**src/rtl/mdm_pkg.sv**
```systemverilog
package mdm_pkg;

    localparam int REG_AW = 2;
    localparam int REG_DW = 8;
    localparam int CTL_W  = 5;
    localparam int LINES  = 4;

    localparam logic [REG_AW-1:0] ADDR_CTRL = 2'd0;
    localparam logic [REG_AW-1:0] ADDR_STAT = 2'd1;
    localparam logic [REG_AW-1:0] ADDR_IEN  = 2'd2;

    // control register bit positions
    localparam int CTL_DTR  = 0;
    localparam int CTL_RTS  = 1;
    localparam int CTL_AUX1 = 2;
    localparam int CTL_AUX2 = 3;
    localparam int CTL_LOOP = 4;

    // change-flag positions inside the status register
    localparam int DLT_CTS = 0;
    localparam int DLT_DSR = 1;
    localparam int DLT_RI  = 2;
    localparam int DLT_DCD = 3;

    // active-high modem line state; cts is bit 0
    typedef struct packed {
        logic dcd;
        logic ri;
        logic dsr;
        logic cts;
    } mdm_lines_t;

    function automatic mdm_lines_t loop_lines(input logic [CTL_W-1:0] ctl);
        mdm_lines_t l;
        l.cts = ctl[CTL_RTS];
        l.dsr = ctl[CTL_DTR];
        l.ri  = ctl[CTL_AUX1];
        l.dcd = ctl[CTL_AUX2];
        return l;
    endfunction

    function automatic logic [REG_DW-1:0] pack_status(input mdm_lines_t l,
                                                      input logic [LINES-1:0] d);
        return {l.dcd, l.ri, l.dsr, l.cts, d};
    endfunction

endpackage

```
**src/rtl/mdm_sync.sv**
```systemverilog
module mdm_sync #(
    parameter int   W       = 4,
    parameter int   STAGES  = 2,
    parameter logic RST_VAL = 1'b1
) (
    input  logic         clk,
    input  logic         rst,
    input  logic [W-1:0] d,
    output logic [W-1:0] q
);
    logic [W-1:0] chain [STAGES];

    for (genvar s = 0; s < STAGES; s++) begin : g_stage
        logic [W-1:0] src;
        if (s == 0) begin : g_first
            assign src = d;
        end else begin : g_next
            assign src = chain[s-1];
        end
        always_ff @(posedge clk) begin
            if (rst) chain[s] <= {W{RST_VAL}};
            else     chain[s] <= src;
        end
    end

    assign q = chain[STAGES-1];
endmodule

```
**src/rtl/mdm_delta.sv**
```systemverilog
module mdm_delta
    import mdm_pkg::*;
(
    input  logic             clk,
    input  logic             rst,
    input  mdm_lines_t       cur,
    input  logic             clr,
    output logic [LINES-1:0] delta
);
    mdm_lines_t       prev;
    logic [LINES-1:0] hit;

    always_comb begin
        hit          = '0;
        hit[DLT_CTS] = cur.cts ^ prev.cts;
        hit[DLT_DSR] = cur.dsr ^ prev.dsr;
        hit[DLT_RI]  = prev.ri & ~cur.ri;   // ring going inactive only
        hit[DLT_DCD] = cur.dcd ^ prev.dcd;
    end

    always_ff @(posedge clk) begin
        if (rst) begin
            prev  <= '0;
            delta <= '0;
        end else begin
            prev  <= cur;
            delta <= (clr ? '0 : delta) | hit;  // new change beats clear
        end
    end
endmodule

```
**src/rtl/mdm_loop.sv**
```systemverilog
module mdm_loop (
    input  logic rst,
    input  logic loop_en,
    input  logic tx_core,
    input  logic rx_pin,
    output logic tx_pin,
    output logic rx_core
);
    always_comb begin
        tx_pin  = (rst || loop_en) ? 1'b1 : tx_core;
        rx_core = loop_en ? tx_core : rx_pin;
    end
endmodule

```
**src/rtl/uart_modem_ctl.sv**
```systemverilog
module uart_modem_ctl
    import mdm_pkg::*;
#(
    parameter int SYNC_STAGES = 2
) (
    input  logic              clk,
    input  logic              rst,
    input  logic              reg_wr,
    input  logic              reg_rd,
    input  logic [REG_AW-1:0] reg_addr,
    input  logic [REG_DW-1:0] reg_wdata,
    output logic [REG_DW-1:0] reg_rdata,
    input  logic              cts_n,
    input  logic              dsr_n,
    input  logic              ri_n,
    input  logic              dcd_n,
    output logic              dtr_n,
    output logic              rts_n,
    output logic              irq,
    input  logic              tx_core,
    output logic              tx_pin,
    input  logic              rx_pin,
    output logic              rx_core
);
    logic [CTL_W-1:0] ctl_q;
    logic             ien_q;
    logic [LINES-1:0] pin_raw;
    logic [LINES-1:0] pin_s;
    mdm_lines_t       pin_lines;
    mdm_lines_t       cur;
    logic [LINES-1:0] delta_q;
    logic             stat_clr;

    always_ff @(posedge clk) begin
        if (rst) begin
            ctl_q <= '0;
            ien_q <= 1'b0;
        end else if (reg_wr) begin
            case (reg_addr)
                ADDR_CTRL: ctl_q <= reg_wdata[CTL_W-1:0];
                ADDR_IEN:  ien_q <= reg_wdata[0];
                default:   ;
            endcase
        end
    end

    assign pin_raw = {dcd_n, ri_n, dsr_n, cts_n};

    mdm_sync #(
        .W       (LINES),
        .STAGES  (SYNC_STAGES),
        .RST_VAL (1'b1)
    ) i_sync (
        .clk (clk),
        .rst (rst),
        .d   (pin_raw),
        .q   (pin_s)
    );

    assign pin_lines = mdm_lines_t'(~pin_s);
    assign cur       = ctl_q[CTL_LOOP] ? loop_lines(ctl_q) : pin_lines;
    assign stat_clr  = reg_rd && (reg_addr == ADDR_STAT);

    mdm_delta i_delta (
        .clk   (clk),
        .rst   (rst),
        .cur   (cur),
        .clr   (stat_clr),
        .delta (delta_q)
    );

    mdm_loop i_loop (
        .rst     (rst),
        .loop_en (ctl_q[CTL_LOOP]),
        .tx_core (tx_core),
        .rx_pin  (rx_pin),
        .tx_pin  (tx_pin),
        .rx_core (rx_core)
    );

    always_comb begin
        reg_rdata = '0;
        case (reg_addr)
            ADDR_CTRL: reg_rdata[CTL_W-1:0] = ctl_q;
            ADDR_STAT: reg_rdata = pack_status(cur, delta_q);
            ADDR_IEN:  reg_rdata[0] = ien_q;
            default:   reg_rdata = '0;
        endcase
    end

    assign dtr_n = ~ctl_q[CTL_DTR];
    assign rts_n = ~ctl_q[CTL_RTS];
    assign irq   = ien_q & (|delta_q);

endmodule

```
**config.mk**
```make
export PLATFORM = sky130hd
export DESIGN_NAME = uart_modem_ctl
export DESIGN_NICKNAME = d
export VERILOG_FILES = /design/src/rtl/mdm_pkg.sv /design/src/rtl/mdm_sync.sv /design/src/rtl/mdm_delta.sv /design/src/rtl/mdm_loop.sv /design/src/rtl/uart_modem_ctl.sv
export SDC_FILE = /design/constraint.sdc
export NUM_CORES = 1
export LEC_CHECK = 0
export BUFFER_PORTS_ARGS = -buffer_cell sky130_fd_sc_hd__buf_2
export CORE_MARGIN = 3
export CORE_UTILIZATION = 50
export DETAILED_ROUTE_END_ITERATION = 16
export PLACE_DENSITY = 0.89
export SYNTH_ARGS = -nofsm -noshare
export SYNTH_HDL_FRONTEND = slang
export SYNTH_SLANG_ARGS = --single-unit
```
**constraint.sdc**
```tcl
create_clock -name clk -period 2.3 [get_ports clk]
set_input_delay 0.345 -clock clk [delete_from_list [all_inputs] [get_ports clk]]
set_output_delay 0.345 -clock clk [all_outputs]
set_load 0.02 [all_outputs]
```
==> reports/summary.txt <==
====================================================================================
Sequential cell fraction of total power ...............................        60.8%
Internal Power ........................................................   0.000507 W
Slowest cell on crit path ............................................. sky130_fd_sc_hd__dfxtp_1
Kind of cell adding the most delay to the critical path ............... simple AND/OR/NAND/NOR gates
Drt first-iter violations .............................................            7
Detailed Route WL .....................................................      1770 um
Antenna diode instance count ..........................................            0
Number of distinct library cells after synthesis ......................           25
Total power density per cell area .....................................  600 nW/um^2
Clock-pin transition on the worst setup and hold timing paths .........      0.11 ns
TNS Setup .............................................................         0 ns
Ports placed on the boundary ..........................................           33
Aggregate global routing overflow .....................................            0
Clock tree from TritonCTS .............................................          yes
Share of final-layout standard cells stronger than drive strength 1 ...        36.4%
Worst setup slack after layout ........................................     0.312 ns
Cell count after synthesis ............................................          102
Place WS ..............................................................     0.655 ns
Dpl hpwl ..............................................................      1370 um
Maximum cell stage delay along the critical path ......................      0.55 ns
Type of origin of the critical path ...................................     register
Inserted Clock Buffers ................................................            3
Insertion delay of the later-clocked pin in the worst-skew pair .......      0.31 ns
Clk sink count ........................................................           22
Actual slew at the worst max-slew pin .................................     0.435 ns
Part of the power in the clock network ................................        25.1%
Endpoint class of the critical path ...................................   output pin
Multiplexer share of the synthesized area .............................        11.5%
Max Clock Freq ........................................................      503 MHz
Final Max Slew Viols ..................................................            0
Vias in the first global route ........................................          780
Net count after synthesis .............................................          122
Y dimension of the die ................................................      49.9 um
H-tree levels .........................................................            1
Share of total power in combinational logic ...........................        14.1%
Pre-Repair DR Iteration Count .........................................            4
Worst rel slew slack ..................................................        71.0%
Worst Setup Path Type .................................................      reg2out
Ys Warns ..............................................................            0
Maximum number of pins on one net before global-route repair ..........           24
Die Width .............................................................      49.9 um
Sw frac ...............................................................        25.1%
Multi-input gate area .................................................    478 sq um
Storage cell area .....................................................    440 sq um
Antenna violations before repair ......................................            0
Synth Area in Simple Gates ............................................        30.6%
Maximum root-to-sink buffer count .....................................            2
Final setup violating endpoints .......................................            0
Number of core rows ...................................................           15
Number of setup buffers added after CTS ...............................            0
Fraction of the mapped netlist area in adder cells ....................           0%
DRC violation count after routing .....................................            0
Count of buffering cells on the critical path with inverters included .            1
Wire length of the first global-routing pass ..........................      3060 um
Hold/Removal Path Class ...............................................       in2reg
Post-cts resize count .................................................            0
Crit path arrival time ................................................      1.64 ns
Count of hold buffers inserted by post-cts repair .....................            0
Combinational family with the most area after synthesis ............... simple AND/OR/NAND/NOR gates
Final clock period utilization by the worst path ......................        86.4%
Die outline area ......................................................   2490 sq um
Critical Path RT ......................................................      1.96 ns
Xor and xnor fraction of the mapped netlist area ......................           0%
Global placement routability congestion ...............................        0.786
Starting utilization of the core area .................................        54.1%
Min Clock Period, post-route ..........................................      1.99 ns
Switching component of the power ......................................   0.000170 W
Avg Vias per Cell .....................................................         4.94
Peak ir drop on the vdd network .......................................   0.000424 V
Area growth syn-to-layout .............................................        17.0%
Count of input and output buffers .....................................           29
RSZ-0062 raised after global routing ..................................           no
Ordered cell list for the critical path ............................... and2b_1 > or2_2 > nor2_1 > buf_2
Number of synthesized register bits ...................................           22
Antenna-violating nets left ...........................................            0
Clock tree root driver cell ........................................... sky130_fd_sc_hd__clkbuf_4
Crit Path Max Fanout ..................................................           12
Register area share after synthesis ...................................        45.7%
Post-synthesis compound-gate area fraction ............................        7.39%
Slack of the worst reg-to-reg path ....................................      0.96 ns
Number of filler cells placed in the layout ...........................          163
Max capacitance violation total .......................................            0
Fin Clk Skew ..........................................................   0.00839 ns
Total vias in the final route .........................................          761
Routed wirelength normalized by instance count ........................      11.5 um
Post-synthesis cell area ..............................................    965 sq um
Number of nets in the layout ..........................................          151
Final hold vios .......................................................            0
Leakage dissipation ...................................................     0.488 nW
GRT Util Overall ......................................................        16.2%
Syn avg cell area .....................................................   9.46 sq um
Status ................................................................ complete, no violations
Core area .............................................................   1780 sq um
====================================================================================
-- placed cells by master, fill, tap and decap left out --
cell	Yosys	final
sky130_fd_sc_hd__nor3b_4	1	1
sky130_fd_sc_hd__o41a_1	1	1
sky130_fd_sc_hd__dfxtp_1	22	22
sky130_fd_sc_hd__nand2_1	5	5
sky130_fd_sc_hd__clkbuf_4	0	3
sky130_fd_sc_hd__inv_1	3	3
sky130_fd_sc_hd__mux2_2	1	1
sky130_fd_sc_hd__nor2b_1	1	1
sky130_fd_sc_hd__mux2i_1	10	10
sky130_fd_sc_hd__and2b_1	3	3
sky130_fd_sc_hd__nand2b_1	3	3
sky130_fd_sc_hd__nand3b_1	3	3
sky130_fd_sc_hd__nand3_1	1	1
sky130_fd_sc_hd__or2b_1	1	1
sky130_fd_sc_hd__o21ai_0	3	3
sky130_fd_sc_hd__nor2_1	16	16
sky130_fd_sc_hd__or2_2	11	11
sky130_fd_sc_hd__nor2b_4	2	2
sky130_fd_sc_hd__a21bo_1	1	1
sky130_fd_sc_hd__a21oi_1	2	2
sky130_fd_sc_hd__o22ai_1	1	1
sky130_fd_sc_hd__a31oi_1	3	3
sky130_fd_sc_hd__or3_1	3	3
sky130_fd_sc_hd__buf_2	1	29
-- layout make-up --
class,instances,area share [%]
repair buffers,29,12.9
clock buffers,3,2.00
well taps,25,2.77
multi-input cells,72,42.4
inverters,3,0.998
flip-flops and latches,22,39.0
-- worst reg2reg max path: cells and delay by family, from the launching register on --
kind | cells | cell delay, ns
flops | 1 | 0.55
simple gates | 2 | 0.57
compound gates | 1 | 0.16
-- synthesized netlist by cell type --
library cell                n  area (sq um)
sky130_fd_sc_hd__dfxtp_1   22           440
sky130_fd_sc_hd__nor2_1    16          60.1
sky130_fd_sc_hd__or2_2     11          68.8
sky130_fd_sc_hd__mux2i_1   10           100
sky130_fd_sc_hd__nand2_1    5          18.8
sky130_fd_sc_hd__a31oi_1    3          18.8
sky130_fd_sc_hd__and2b_1    3          22.5
sky130_fd_sc_hd__inv_1      3          11.3
sky130_fd_sc_hd__nand2b_1   3          18.8
sky130_fd_sc_hd__nand3b_1   3          22.5
sky130_fd_sc_hd__o21ai_0    3          15.0
sky130_fd_sc_hd__or3_1      3          18.8
sky130_fd_sc_hd__a21oi_1    2          10.0
sky130_fd_sc_hd__buf_6      2          22.5
sky130_fd_sc_hd__clkbuf_1   2          7.51
sky130_fd_sc_hd__nor2b_4    2          27.5
sky130_fd_sc_hd__a21bo_1    1          10.0
sky130_fd_sc_hd__buf_2      1          5.00
sky130_fd_sc_hd__mux2_2     1          11.3
sky130_fd_sc_hd__nand3_1    1          5.00
sky130_fd_sc_hd__nor2b_1    1          6.26
sky130_fd_sc_hd__nor3b_4    1          18.8
sky130_fd_sc_hd__o22ai_1    1          6.26
sky130_fd_sc_hd__o41a_1     1          11.3
sky130_fd_sc_hd__or2b_1     1          7.51
-- layer usage --
metal	global-route usage, %	share of wire [%]	vias up
li1	-	-	395
met1	18.0	46	331
met2	28.9	45	30
met3	2.42	7.2	5
met4	9.22	2.1	0
met5	0	0	-
-- power groups by stage --
stage               clock network (W)  logic [W]  registers, W
floorplan                           0  0.0000717      0.000416
global placement                    0  0.0000930      0.000419
detailed placement                  0  0.0000967      0.000421
CTS                          0.000173  0.0000969      0.000412
global route                 0.000184   0.000107      0.000414
finish                       0.000170  0.0000957      0.000412
-- per-stage QoR --
step                std cells  cell area (sq um)  total power [W]  hold WS (ns)  utilization [%]
floorplan                 102                965         0.000488         0.389                -
global placement          151               1110         0.000512         0.390             62.0
detailed placement        151               1110         0.000517         0.396             62.0
CTS                       154               1130         0.000681         0.210             63.3
global route              154               1130         0.000705         0.218             63.3
finish                    154               1130         0.000677         0.210             63.3
-- registers in the layout, indices dropped and copies added (netlist names) --
register and flops:
ien_q 1, i_delta.prev 4, ctl_q 5, i_delta.delta 4
i_sync.chain 8
-- cell families after synthesis --
family                 after synthesis
AOI/OAI and AO/OA                   11
muxes                               11
and+or+nand+nor                     50
DFF                                 22
buffers and inverters                8
-- worst paths after layout --
check                           from                  to  depth (start not counted)
setup / recovery            ctl_q[4]        reg_rdata[7]                          4
hold / removal                  ri_n  i_sync.chain[0][2]                          2
setup reg to reg            ctl_q[4]    i_delta.delta[1]                          3
hold reg to reg   i_sync.chain[0][3]  i_sync.chain[1][3]                          1
No activity file was read; power rests on OpenSTA's default activity.
